===== config.mk =====
export PLATFORM = sky130hd
export DESIGN_NAME = i2c_burst_unit
export DESIGN_NICKNAME = d
export VERILOG_FILES = /design/src/rtl/i2c_burst_pkg.sv /design/src/rtl/burst_fifo.sv /design/src/rtl/burst_ctrl.sv /design/src/rtl/i2c_burst_unit.sv
export SDC_FILE = /design/constraint.sdc
export NUM_CORES = 1
export LEC_CHECK = 0
export ABC_CLOCK_PERIOD_IN_PS = 8700
export CAP_MARGIN = 20
export CORE_MARGIN = 4
export CORE_UTILIZATION = 35
export DETAILED_ROUTE_END_ITERATION = 12
export MAX_ROUTING_LAYER = met4
export PLACE_DENSITY = 0.49
export SLEW_MARGIN = 25
export SYNTH_ARGS = -nofsm -noshare
export SYNTH_HDL_FRONTEND = slang
export SYNTH_HIERARCHICAL = 1
export SYNTH_SLANG_ARGS = --single-unit
export TNS_END_PERCENT = 100

===== constraint.sdc =====
create_clock -name clk -period 8.7 [get_ports clk]
set_clock_uncertainty 0.2 [all_clocks]
set_input_delay 0.87 -clock clk [delete_from_list [all_inputs] [get_ports clk]]
set_output_delay 0.87 -clock clk [all_outputs]
set_load 0.01 [all_outputs]

===== src/rtl/i2c_burst_pkg.sv =====
package i2c_burst_pkg;
  typedef enum logic [1:0] {
    ST_IDLE  = 2'd0,
    ST_ISSUE = 2'd1,
    ST_WAIT  = 2'd2,
    ST_HOLD  = 2'd3
  } burst_st_t;
endpackage


===== src/rtl/burst_fifo.sv =====
module burst_fifo #(
  parameter int DEPTH = 32,
  parameter int W     = 8
) (
  input  logic         clk,
  input  logic         rst,
  input  logic         clr,
  input  logic         push,
  input  logic [W-1:0] din,
  input  logic         pop,
  output logic [W-1:0] dout,
  output logic         full,
  output logic         empty
);
  localparam int AW = $clog2(DEPTH);

  logic [W-1:0] mem [DEPTH];
  logic [AW-1:0] wptr, rptr;
  logic [AW:0]   cnt;
  logic do_push, do_pop;

  assign full    = (cnt == (AW+1)'(DEPTH));
  assign empty   = (cnt == '0);
  assign do_push = push && !full;
  assign do_pop  = pop && !empty;
  assign dout    = empty ? '0 : mem[rptr];

  always_ff @(posedge clk) begin
    if (do_push) mem[wptr] <= din;
  end

  always_ff @(posedge clk) begin
    if (rst || clr) begin
      wptr <= '0;
      rptr <= '0;
      cnt  <= '0;
    end else begin
      if (do_push) wptr <= (wptr == AW'(DEPTH-1)) ? '0 : wptr + 1'b1;
      if (do_pop)  rptr <= (rptr == AW'(DEPTH-1)) ? '0 : rptr + 1'b1;
      cnt <= cnt + (AW+1)'(do_push) - (AW+1)'(do_pop);
    end
  end

  // a push into a full FIFO without a pop leaves it full and unchanged
  a_r1_no_overflow: assert property (@(posedge clk) disable iff (rst)
    (full && push && !pop && !clr) |=> (full && $stable(wptr)));
  // a pop of an empty FIFO leaves it empty
  a_r2_no_underflow: assert property (@(posedge clk) disable iff (rst)
    (empty && pop && !push) |=> (empty && $stable(rptr)));
endmodule


===== src/rtl/burst_ctrl.sv =====
module burst_ctrl
  import i2c_burst_pkg::*;
#(
  parameter int LEN_W = 5,
  parameter int W     = 8
) (
  input  logic             clk,
  input  logic             rst,
  input  logic             fifo_mode,
  input  logic [LEN_W-1:0] tx_len,
  input  logic [LEN_W-1:0] rx_len,
  input  logic             xfer_start,
  input  logic             xfer_read,
  input  logic             cont,
  input  logic             end_chunk,
  input  logic [1:0]       flag_clr,
  input  logic [W-1:0]     tx_head,
  output logic             tx_pop,
  output logic             rx_push,
  output logic [W-1:0]     rx_din,
  output logic             fifo_end,
  output logic             fifo_nack,
  output logic             scl_hold,
  output logic             eng_req,
  output logic             eng_first,
  output logic             eng_read,
  output logic [W-1:0]     eng_wdata,
  output logic             eng_nak_last,
  output logic             eng_stop,
  output logic             eng_halt,
  input  logic             eng_done,
  input  logic             eng_nack,
  input  logic [W-1:0]     eng_rdata
);
  burst_st_t st;
  logic [LEN_W-1:0] cnt, len_q;
  logic rd_q, last_q, first_q;
  logic chunk_end, wr_nack, byte_ok;

  assign chunk_end    = (cnt == len_q);
  assign eng_req      = (st == ST_ISSUE);
  assign eng_first    = first_q && (cnt == '0);
  assign eng_read     = rd_q;
  assign eng_wdata    = rd_q ? '0 : tx_head;
  assign eng_stop     = chunk_end && last_q;
  assign eng_nak_last = rd_q && chunk_end && last_q;
  assign scl_hold     = (st == ST_HOLD);
  assign tx_pop       = eng_req && !rd_q;
  assign rx_push      = (st == ST_WAIT) && eng_done && rd_q;
  assign rx_din       = eng_rdata;
  assign wr_nack      = (st == ST_WAIT) && eng_done && eng_nack && !rd_q;
  assign byte_ok      = (st == ST_WAIT) && eng_done && !wr_nack;

  always_ff @(posedge clk) begin
    if (rst) begin
      st <= ST_IDLE;
      cnt <= '0;
      len_q <= '0;
      rd_q <= 1'b0;
      last_q <= 1'b0;
      first_q <= 1'b0;
      fifo_end <= 1'b0;
      fifo_nack <= 1'b0;
      eng_halt <= 1'b0;
    end else begin
      eng_halt <= 1'b0;
      if (flag_clr[0]) fifo_end <= 1'b0;
      if (flag_clr[1]) fifo_nack <= 1'b0;
      unique case (st)
        ST_IDLE: if (fifo_mode && xfer_start) begin
          rd_q    <= xfer_read;
          len_q   <= xfer_read ? rx_len : tx_len;
          last_q  <= end_chunk;
          first_q <= 1'b1;
          cnt     <= '0;
          st      <= ST_ISSUE;
        end
        ST_ISSUE: st <= ST_WAIT;
        ST_WAIT: begin
          if (wr_nack) begin
            fifo_nack <= 1'b1;
            eng_halt  <= 1'b1;
            st        <= ST_IDLE;
          end else if (byte_ok) begin
            if (chunk_end) begin
              fifo_end <= 1'b1;
              st <= last_q ? ST_IDLE : ST_HOLD;
            end else begin
              cnt <= cnt + 1'b1;
              st  <= ST_ISSUE;
            end
          end
        end
        ST_HOLD: if (cont) begin
          len_q   <= rd_q ? rx_len : tx_len;
          last_q  <= end_chunk;
          first_q <= 1'b0;
          cnt     <= '0;
          st      <= ST_ISSUE;
        end
        default: st <= ST_IDLE;
      endcase
    end
  end

  // burst mode off keeps the engine untouched
  a_r10_mode_off_idle: assert property (@(posedge clk) disable iff (rst)
    (st == ST_IDLE && !fifo_mode) |=> !eng_req);
  // a write NACK is followed by a halt pulse and no request
  a_r9_nack_halts: assert property (@(posedge clk) disable iff (rst)
    ((st == ST_WAIT) && eng_done && eng_nack && !eng_read) |=> (eng_halt && !eng_req));
  // a NACKed read byte always ends with STOP
  a_r6_nak_with_stop: assert property (@(posedge clk) disable iff (rst)
    (eng_req && eng_nak_last) |-> (eng_stop && eng_read));
  // the chunk-end flag only rises after an engine completion
  a_r7_end_after_done: assert property (@(posedge clk) disable iff (rst)
    $rose(fifo_end) |-> $past(eng_done));
  // while holding, no byte is requested
  a_r8_hold_quiet: assert property (@(posedge clk) disable iff (rst)
    (scl_hold && !cont) |=> !eng_req);
endmodule


===== src/rtl/i2c_burst_unit.sv =====
module i2c_burst_unit #(
  parameter int DEPTH = 32,
  parameter int W     = 8,
  parameter int LEN_W = $clog2(DEPTH)
) (
  input  logic             clk,
  input  logic             rst,
  input  logic             fifo_mode,
  input  logic             tx_push,
  input  logic [W-1:0]     tx_byte,
  input  logic             rx_pop,
  output logic [W-1:0]     rx_byte,
  input  logic [1:0]       fifo_clr,
  input  logic [LEN_W-1:0] tx_len,
  input  logic [LEN_W-1:0] rx_len,
  input  logic             xfer_start,
  input  logic             xfer_read,
  input  logic             cont,
  input  logic             end_chunk,
  input  logic [1:0]       flag_clr,
  output logic             fifo_end,
  output logic             fifo_nack,
  output logic             irq,
  output logic             scl_hold,
  output logic             eng_req,
  output logic             eng_first,
  output logic             eng_read,
  output logic [W-1:0]     eng_wdata,
  output logic             eng_nak_last,
  output logic             eng_stop,
  output logic             eng_halt,
  input  logic             eng_done,
  input  logic             eng_nack,
  input  logic [W-1:0]     eng_rdata
);
  logic [W-1:0] tx_head, rx_din;
  logic tx_pop, rx_push;
  logic tx_full, tx_empty, rx_full, rx_empty;

  burst_fifo #(.DEPTH(DEPTH), .W(W)) u_txq (
    .clk(clk), .rst(rst), .clr(fifo_clr[0]),
    .push(tx_push), .din(tx_byte), .pop(tx_pop), .dout(tx_head),
    .full(tx_full), .empty(tx_empty));

  burst_fifo #(.DEPTH(DEPTH), .W(W)) u_rxq (
    .clk(clk), .rst(rst), .clr(fifo_clr[1]),
    .push(rx_push), .din(rx_din), .pop(rx_pop), .dout(rx_byte),
    .full(rx_full), .empty(rx_empty));

  burst_ctrl #(.LEN_W(LEN_W), .W(W)) u_ctrl (
    .clk(clk), .rst(rst), .fifo_mode(fifo_mode),
    .tx_len(tx_len), .rx_len(rx_len),
    .xfer_start(xfer_start), .xfer_read(xfer_read), .cont(cont),
    .end_chunk(end_chunk), .flag_clr(flag_clr),
    .tx_head(tx_head), .tx_pop(tx_pop), .rx_push(rx_push), .rx_din(rx_din),
    .fifo_end(fifo_end), .fifo_nack(fifo_nack), .scl_hold(scl_hold),
    .eng_req(eng_req), .eng_first(eng_first), .eng_read(eng_read),
    .eng_wdata(eng_wdata), .eng_nak_last(eng_nak_last), .eng_stop(eng_stop),
    .eng_halt(eng_halt), .eng_done(eng_done), .eng_nack(eng_nack),
    .eng_rdata(eng_rdata));

  assign irq = fifo_end | fifo_nack;

  // the transmit FIFO is never popped while empty by the controller's request stream
  a_r1_tx_pop_valid: assert property (@(posedge clk) disable iff (rst)
    (eng_req && !eng_read && tx_empty) |-> (eng_wdata == '0));
  // a received byte is dropped rather than overwriting when the receive FIFO is full
  a_r2_rx_full_hold: assert property (@(posedge clk) disable iff (rst)
    (rx_full && !rx_pop && !fifo_clr[1]) |=> rx_full);
  // a START request never happens while the clock is held
  a_r5_first_not_held: assert property (@(posedge clk) disable iff (rst)
    eng_first |-> !scl_hold);
endmodule


### Yosys cells after proc, flatten, opt, wreduce, memory -nomap -nowiden

Memory sizes are Yosys's and may differ from the RTL's. A register that Yosys moved wholly into a read port is not among the register bits.
Cells that the tools add are included.

* register bits after elaboration: 50
* memory bits (writable): 512
* bits of input ports: 41
* output and inout bits: 26
* logic and storage cells: 126
* memories kept: 2

* add/sub/neg operators: 9
* equality and inequality tests: 16
* muxes and demuxes: 48
* bitwise logic cells: 2
* reduce and logical (&&, ||, !) cells: 34

Memories
* u_rxq.mem: depth 32, bits a word 8, read ports 1, clocked after Yosys merged registers in 1, write ports 1, RTL line burst_fifo.sv:17 `logic [W-1:0] mem [DEPTH];`
* u_txq.mem: depth 32, bits a word 8, read ports 1, clocked after Yosys merged registers in 1, write ports 1, RTL line burst_fifo.sv:17

Operator list (number)
* $mux W5: 17
* $add A5 B1 Y5 const B: 5
* $mux W8: 3
* $eq A5 B5 Y1 const B: 4
* $mux W1: 17
* $logic_and A1 B1 Y1: 15
* $pmux W5 S3: 1
* $add A6 B1 Y6: 2
* $eq A6 B6 Y1 const B: 2
* $logic_not A6 Y1: 2
* $mux W2: 6
* $sub A6 B1 Y6: 2
* $pmux W5 S2: 1
* $pmux W2 S4: 1
* $logic_not A1 Y1: 6
* $ne A2 B2 Y1 const B: 3
* $reduce_and A3 Y1: 2
* $reduce_and A6 Y1: 1
* $eq A5 B5 Y1: 1
* $logic_not A5 Y1: 1
* $eq A2 B2 Y1 const B: 2
* $ne A2 B1 Y1 const B: 2
* $pmux W1 S2: 2
* $ne A3 B1 Y1 const B: 1
* 9 further kinds: 10

### Longest topological paths before layout

Gate-level depths: netlist of the first run.

* depth in word-level cells: 9
* gate-level depth with buffers: 15
* gate-level depth less buffers: 14

### Hierarchy

Netlist of the first run, hierarchy kept.

Modules (own cells, without submodules)
* burst_fifo at u_rxq: instances 1, cells each 551, area each 11115.7 um2, seq. area each 8107.8 um2
* burst_fifo at u_txq: instances 1, cells each 554, area each 11074.4 um2, seq. area each 8107.8 um2
* burst_ctrl: instances 1, cells each 145, area each 1278.7 um2, seq. area each 360.3 um2
* i2c_burst_unit: instances 1, cells each 1, area each 6.3 um2, seq. area each 0.0 um2

### Worst setup path before layout of the first run

OpenSTA, ideal clock, no wires.

* path type: input port to flip-flop
* from: in eng_done
* to: reg u_rxq.cnt[4]
* setup time: 0.128 ns
* arrival: 2.761 ns
* required time: 8.372 ns
* slack: 5.611 ns
* cell stages on the path: 12
* path buffers: 1
* cells stage by stage: and3_2 nor2b_1 clkbuf_1 inv_2 ha_1 inv_1 ha_1 fa_1 a21oi_1 o21ai_0 xnor2_1 nor2_1

* word-level cells in the longest chain between the ends: 5

Ends and longest elaborated chain
* start, declared: RTL line i2c_burst_unit.sv:32 `input logic eng_done,`
* $logic_and A1 B1 Y1 (2 in a row): RTL line burst_ctrl.sv:49 `assign rx_push = (st == ST_WAIT) && eng_done && rd_q;`
* $logic_and A1 B1 Y1: RTL line burst_fifo.sv:24 `assign do_push = push && !full;`
* $add A6 B1 Y6: RTL line burst_fifo.sv:40 `cnt <= cnt + (AW+1)'(do_push) - (AW+1)'(do_pop);`
* $sub A6 B1 Y6: RTL line burst_fifo.sv:40
* end signal, assigned: RTL line burst_fifo.sv:40
* end, declared: RTL line burst_fifo.sv:19 `logic [AW:0] cnt;`

Every way passes these cells.
A chain may end at the register's enable or synchronous reset.

==> results of run 1 <==
## worst max-delay path by stage
stage / slack (ns) / startpoint / cells after the start / endpoint
after floorplan: 5.61 / eng_done / 12 / u_rxq/cnt[4]
after global placement: 4.31 / flop / 7 / eng_wdata[5]
after detailed placement: 4.32 / flop / 7 / eng_wdata[5]
after CTS: 3.68 / flop / 7 / eng_wdata[5]
after global routing: 3.56 / flop / 7 / eng_wdata[5]
final: 3.79 / flop / 6 / rx_byte[1]
## sequential cells by signal (all words and copies together), names as in the netlist, 2 cells and up, named ones only
| signal | cells |
|---|---|
| u_rxq/wptr | 5 |
| u_ctrl/st | 2 |
| u_txq/wptr | 5 |
| u_txq/mem | 256 |
| u_rxq/rptr | 5 |
| u_ctrl/len_q | 5 |
| u_ctrl/cnt | 5 |
| u_rxq/mem | 256 |
| u_rxq/cnt | 6 |
| u_txq/rptr | 5 |
| u_txq/cnt | 6 |
## cell families after synthesis
group | count (synthesis)
simple gates | 241
xor+xnor | 5
compound gates | 106
mux | 171
buf+inv | 116
flops | 572
fa+ha+maj | 40
## placed cells by master, fill, tap and decap left out, types with 5 or more instances in the layout
master,netlist,final
nor2_2,0,10
mux4_1,37,37
or3_1,5,5
or4_1,6,6
clkinvlp_4,0,6
clkinv_1,7,17
inv_1,41,41
o221ai_1,15,15
nand2_1,38,38
buf_2,20,6
a221oi_2,5,5
mux4_2,107,107
nor2b_1,16,16
mux2i_1,27,27
and3_1,6,6
ha_1,38,38
a21oi_1,31,31
nand2b_1,6,6
nor3_1,6,6
nor2_1,94,84
clkdlybuf4s50_1,0,60
xnor2_1,5,5
clkinv_2,0,10
a221oi_1,10,10
nand3_1,16,16
buf_4,11,23
clkbuf_1,19,11
a211oi_1,5,5
o211ai_1,7,7
edfxtp_1,512,512
dfxtp_1,60,56
and2_1,5,5
bufinv_16,0,9
clkbuf_16,0,67
o21ai_0,10,10
nand3b_1,7,7
a31oi_1,7,7
## cell usage after synthesis, types with 4 or more instances
master | n | share of area (%)
mux2i_1 | 27 | 1.2
o221ai_1 | 15 | 0.56
buf_8 | 4 | 0.26
edfxtp_1 | 512 | 65
a21oi_1 | 31 | 0.66
a211oi_1 | 5 | 0.16
buf_6 | 7 | 0.34
dfxtp_1 | 60 | 5.1
a221oi_1 | 10 | 0.37
a221oi_2 | 5 | 0.32
mux4_2 | 107 | 10
a31oi_1 | 7 | 0.19
mux4_1 | 37 | 4.1
nor2b_1 | 16 | 0.43
clkinv_1 | 7 | 0.11
or4_1 | 6 | 0.19
o21a_1 | 4 | 0.13
and2_1 | 5 | 0.13
and3_1 | 6 | 0.16
nand2b_1 | 6 | 0.16
o21ai_0 | 10 | 0.21
xnor2_1 | 5 | 0.19
inv_1 | 41 | 0.66
nor3_1 | 6 | 0.13
nand3_1 | 16 | 0.34
ha_1 | 38 | 2.0
buf_4 | 11 | 0.35
nand3b_1 | 7 | 0.22
buf_2 | 20 | 0.43
o211ai_1 | 7 | 0.22
nand2_1 | 38 | 0.61
nor2_1 | 94 | 1.5
or3_1 | 5 | 0.13
clkbuf_1 | 19 | 0.30
## critical path: stages, from the launching register on
cell and delay [ns]:
dfxtp_4 0.63, buf_4 0.60, mux4_1 0.70, mux4_2 0.48, inv_1 0.18, a221oi_2 0.10
clkdlybuf4s50_1 0.52
## area by class of cell
cell class / count / area [um^2] / share of cell area, %
clock buffer: 78 / 1718 / 6.321
clock inverter: 42 / 489.2 / 1.800
inverter: 51 / 191.4 / 0.7044
multi-input combinational: 563 / 6302 / 23.19
sequential: 572 / 16590 / 61.05
tap: 864 / 1081 / 3.978
timing repair buffer: 89 / 803.3 / 2.956
## power by group
| group | internal, W | total, W | switching (W) |
|---|---|---|---|
| clock | 0.00170 | 0.00282 | 0.00112 |
| combinational | 0.000399 | 0.000881 | 0.000483 |
| sequential | 0.00303 | 0.00308 | 0.0000435 |
| total | 0.00513 | 0.00678 | 0.00165 |
## stage by stage
step / utilization [%] / hold slack, ns
floorplan: - / 0.2547
finish: 41.11 / 0.2925
detailed placement: 37.75 / 0.2836
global route: 41.11 / 0.3317
global placement: 37.78 / 0.2732
CTS: 41.09 / 0.2948
## layer usage
metal  track usage, %  share of wire [%]  routed length (um)
met5                -                  0                   0
met4            3.912                1.8                 944
met3            2.784                4.5                2390
met2            24.40                 49               25980
met1            20.70                 45               23800
==> key figures, run 1 <==
Timing
  • Fmax: about 0.2 GHz
  • Setup WS post-layout: 3.795 ns
  • Final worst-path cycle share: 56.38%
  • Post-layout min period: about 4.9 ns
  • RSZ-0062 raised after global routing: no
  • Fin. max-slew vios: 0
  • Slew Limit Headroom: 30.10%
  • Final Hold Vio Count: 0
  • Worst slew pin tran: 1.045 ns
  • Fin Setup TNS: 0 ns
  • Final setup vio count: 0

Clocking
  • H-tree levels: 3
  • Total CTS buffers: 66
  • Clock root buffer master: clkbuf_16
  • Cts hold-fix bufs: 0
  • Post-CTS Resized: 0
  • Postcts setup bufs: 0
  • Clk pin slew, worst setup/hold paths: about 0.060 ns
  • TritonCTS clock tree: done
  • Worst-Skew Late Latency: just under 0.6 ns
  • CTS sink count: ~570
  • Clock Tree Buf Depth: 3

Global routing
  • Overflow after GRT: 0
  • Largest net degree at the start of global routing: 56
  • Total GRT Usage: between 10% and 20%
  • Initial antenna violation count: 0
  • Vias in the first global route: 11990
  • Global-route wire length before repair: 78530 um

Detailed routing
  • Antenna violation net count after detailed routing: 0
  • Wire per inst: about 24 um
  • Routed WL: between 50000 and 60000 um
  • Initial drt markers: roughly 900
  • Vias: about 12000
  • # DRC: 0
  • Vias per cell: between 5 and 6
  • Pre-antenna DRT Iters: 4

Pwr
  • LEAKAGE: 8.466 nW
  • Power Dens Cells: around 250 mW/mm^2
  • Total power: about 0.0068 W
  • Maximum VDD drop: 0.1264 mV

Finish
  • Fill count: 5878
  • Layout cell share with drive strength beyond 1: between 15 and 20%
  • Final std cells w/o fill: ~2300
  • Number of diodes: 0
  • Final Cell Area: 0.02718 mm^2
  • Layout Nets: 1424
  • Area grow syn2layout: 15.77%

Synthesis
  • Number of synthesized flops with an enable pin: 512
  • Multiplexer area fraction after synthesis: between 15 and 20%
  • Register bit total from synthesis: around 570
  • Mapped Area: 0.02348 mm^2
  • Sequential area share after synthesis: a little over two thirds
  • XOR/XNOR share of the synthesized area: less than 1%
  • Post-Synth Adder-Cell Area: between 2 and 2.5%
  • Cells after Synth: ~1300
  • Main synth FF type: edfxtp_1
  • Main combinational cell family by area after synthesis: multiplexers
  • Syn nets: 1332
  • Simple-gate share of the synthesized area: approximately 5.4%
  • Compound-Gate Fraction of Synth Area: under 10%
  • Yosys warnings: 6
  • Synth cell types: 72
  • Ys async rst share: 0%
  • Avg Cell Area, Syn: around 19 um^2

Floorplan
  • Row count: 94
  • Ports: between 60 and 70
  • Core Footprint: between 0.06 and 0.07 mm^2
  • Die area: 0.07128 mm^2
  • Starting Density: a little over a third
  • Die W: between 200 and 300 um
  • Die height: around 270 um

Min path
  • Min-Delay Startpoint: u_rxq/rptr[4]
  • Hold Path Class: flop to flop
  • Worst Hold Path EP: u_rxq/rptr[4]
  • Hold Path Cell Cnt: 2

Worst setup path
  • Crit Path Class: flop to output port
  • R2r endpoint: u_rxq/cnt[4]
  • Setup crit end kind: output port
  • CP required: around 7.6 ns
  • Crit Reg-Reg Startpoint: u_ctrl/eng_read
  • Worst EP arrival: ~3.8 ns
  • Worst reg2reg path depth: 11
  • Reg2reg setup slack: between 5 and 6 ns
  • Critical Path Start Type: flop
  • CP Max Fanout: 32

Placement
  • Dpl cell area: roughly 0.025 mm^2
  • DP Worst Slack: between 4 and 5 ns
  • Dpl cells: 2139
  • Buffers on Ports: 66
  • Final GP Congestion: 0.7738
  • Detailed placement HPWL: between 30000 and 40000 um

Outcome
  • Status: complete, no violations

Job
  • Max Cap Viol: 0
Note: power is estimated with default switching activity, not from simulation.
==> inputs of run 2 (changes only) <==
--- a/config.mk
+++ b/config.mk
@@ -5,13 +5,13 @@
 export SDC_FILE = /design/constraint.sdc
 export NUM_CORES = 1
 export LEC_CHECK = 0
-export ABC_CLOCK_PERIOD_IN_PS = 8700
+export ABC_CLOCK_PERIOD_IN_PS = 4400
 export CAP_MARGIN = 20
 export CORE_MARGIN = 4
 export CORE_UTILIZATION = 35
 export DETAILED_ROUTE_END_ITERATION = 12
 export MAX_ROUTING_LAYER = met4
-export PLACE_DENSITY = 0.49
+export PLACE_DENSITY = 0.51
 export SLEW_MARGIN = 25
 export SYNTH_ARGS = -nofsm -noshare
 export SYNTH_HDL_FRONTEND = slang
==> constraint.sdc (replaced) <==
create_clock -name clk -period 4.4 [get_ports clk]
set_clock_uncertainty 0.2 [all_clocks]
set_input_delay 0.44 -clock clk [delete_from_list [all_inputs] [get_ports clk]]
set_output_delay 0.44 -clock clk [all_outputs]
set_load 0.01 [all_outputs]
==> run 2 against run 1 <==
Against the previous run: worst hold slack worse by 0.17 ns; first-iteration DRC count up 4.4%; largest power group unchanged; flip-flop and latch count unchanged; critical path type unchanged; die area unchanged; sequential share of layout area up 0.18 points; setup slack worse by 3.5 ns; cell count up 0.89%; total power up 87%; core utilization down 0.12 points; critical path depth unchanged; combinational power up 94%; count of clock-buffer cells in the layout down 6; largest cell class unchanged.
==> key figures, run 2 (synthesized netlist as in run 1, its figures left out) <==
Outcome
  • Status: complete, no violations

Global routing
  • Overflow after GRT: 0
  • Met2 GRT Util: between 20% and 30%
  • Grt met3 use: under 10%
  • Most used routing layer: met2
  • Largest net degree at the start of global routing: 41
  • Initial antenna violation count: 0
  • M1 GR Usage: approximately a fifth
  • Total GRT Usage: ~15%
  • Vias in the first global route: about 12000
  • Global-route wire length before repair: ~77000 um

Finish
  • Most common cell after layout, fill and taps aside: edfxtp_1
  • Layout cell share with drive strength beyond 1: between 20% and 30%
  • Layout Nets: around 1400
  • Final Cell Area: ~0.027 mm^2
  • Top Registers: u_rxq/mem: 256 flops, u_txq/mem: 256 flops
  • Area of the multi-input gates: about 0.0063 mm^2
  • Sequential Area: 0.01659 mm^2
  • Area grow syn2layout: 15.42%
  • Number of diodes: 0
  • Fill count: 5859
  • Commonest non-fill, non-tap cells in the layout: edfxtp_1 (512), mux4_2 (107), nor2_1 (94)

Floorplan
  • Row count: 94
  • Core Footprint: 0.06610 mm^2
  • Die W: between 200 and 300 um
  • Ports: between 60 and 70
  • Starting Density: 35.52%
  • Die area: 0.07128 mm^2
  • Die height: around 270 um

Clocking
  • Postcts setup bufs: 0
  • CTS sink count: 572
  • Clock Tree Buf Depth: 3
  • Total CTS buffers: 61
  • Cts hold-fix bufs: 0
  • Worst-Skew Late Latency: between 0.6 and 0.7 ns
  • Clk pin slew, worst setup/hold paths: 0.06 ns
  • Clock root buffer master: clkbuf_16
  • H-tree levels: 2
  • Post-CTS Resized: 0
  • TritonCTS clock tree: done

Worst setup path
  • Worst path top cell family by delay: multiplexers
  • Crit Path Class: flop to output port
  • Crit-path slowest cell: dfxtp_4
  • Crit path largest cell delay: 0.78 ns
  • Setup crit end kind: output port
  • CP Max Fanout: 34
  • Critical Path Start Type: flop
  • Critical path, cell by cell: mux4_1 -> mux4_2 -> clkinv_1 -> a221oi_1 -> nor2b_1 -> clkdlybuf4s50_1
  • Worst Path Buf+Inv: 2
  • CP required: around 3.8 ns
  • Worst EP arrival: ~3.5 ns

Pwr
  • Maximum VDD drop: 0.3088 mV
  • LEAKAGE: approximately 8.5 nW
  • Power Dens Cells: about 470 mW/mm^2

Detailed routing
  • Pre-antenna DRT Iters: 6
  • Vias per cell: between 5 and 6
  • Wire per inst: roughly 22 um
  • Vias: between 10000 and 15000
  • Antenna violation net count after detailed routing: 0
  • Initial drt markers: slightly above 900
  • # DRC: 0
  • Routed WL: 50820 um

Timing
  • Final setup vio count: 0
  • Post-layout min period: between 4 and 5 ns
  • Fmax: about 0.24 GHz
  • Final worst-path cycle share: between 90 and 100%
  • Worst slew pin tran: 0.9719 ns
  • Final Hold Vio Count: 0
  • Fin. max-slew vios: 0
  • RSZ-0062 raised after global routing: no
  • Slew Limit Headroom: about a third
  • Fin Setup TNS: 0 ns

Placement
  • Detailed placement HPWL: about 32000 um
  • Final GP Congestion: around 0.75
  • Buffers on Ports: between 60 and 70
  • Dpl cell area: between 0.02 and 0.03 mm^2

Job
  • Max Cap Viol: 0

Min path
  • Hold Path Class: input pin to flop
-- run 2: cell count changes in the layout (fill, tap and decap cells not counted), sizes merged --
cell	before	now
bufinv	9	4
clkbuf	78	72
buf	29	64
clkinv	27	33
inv	51	46
clkdlybuf4s50	60	55
-- run 2: where the power goes --
| part | leakage, nW | internal, W | switching [W] |
|---|---|---|---|
| Combinational | 2.47 | 0.000802 | 0.000903 |
| Sequential | 5.10 | 0.00600 | 0.000100 |
| Clock | 0.918 | 0.00279 | 0.00209 |
| Total | 8.49 | 0.00958 | 0.00309 |
-- run 2: area by class of cell --
class | count | area share (%)
well taps | 864 | 3.990
flip-flops and latches | 572 | 61.23
clock inverters | 38 | 1.321
multi-input cells | 563 | 23.17
inverters | 51 | 0.7065
clock buffers | 72 | 5.786
repair buffers | 119 | 3.796
-- run 2: worst paths after layout --
path                            slack (ns)  cells past startpoint          start              end
worst max-delay path                  0.29                      6           flop     eng_wdata[5]
worst max register to register        1.00                     13   u_ctrl/st[0]     u_rxq/cnt[4]
worst min register to register        0.29                      2  u_txq/rptr[4]             flop
worst min-delay path                  0.12                      1   eng_rdata[5]  u_rxq/mem[7][5]
-- run 2: routing by layer --
metal / wire [um] / vias up
met5: 0 / -
met4: 1095 / 0
met3: 1884 / 79
met2: 25170 / 204
met1: 22670 / 6151
li1: - / 5291
-- run 2: per-stage QoR --
stage / hold slack, ns / util [%] / std cells / worst slack [ns] / total power [W]
after global routing: 0.1134 / 40.99 / 2279 / 0.1361 / 0.01328
after global placement: 0.2658 / 38.16 / 2169 / 0.7645 / 0.007927
after CTS: 0.1294 / 41.03 / 2279 / 0.2003 / 0.01286
after detailed placement: 0.2850 / 38.12 / 2169 / 0.7703 / 0.007936
after floorplan: 0.2547 / - / 1251 / 1.417 / 0.007338
final: 0.1219 / 40.99 / 2279 / 0.2902 / 0.01268
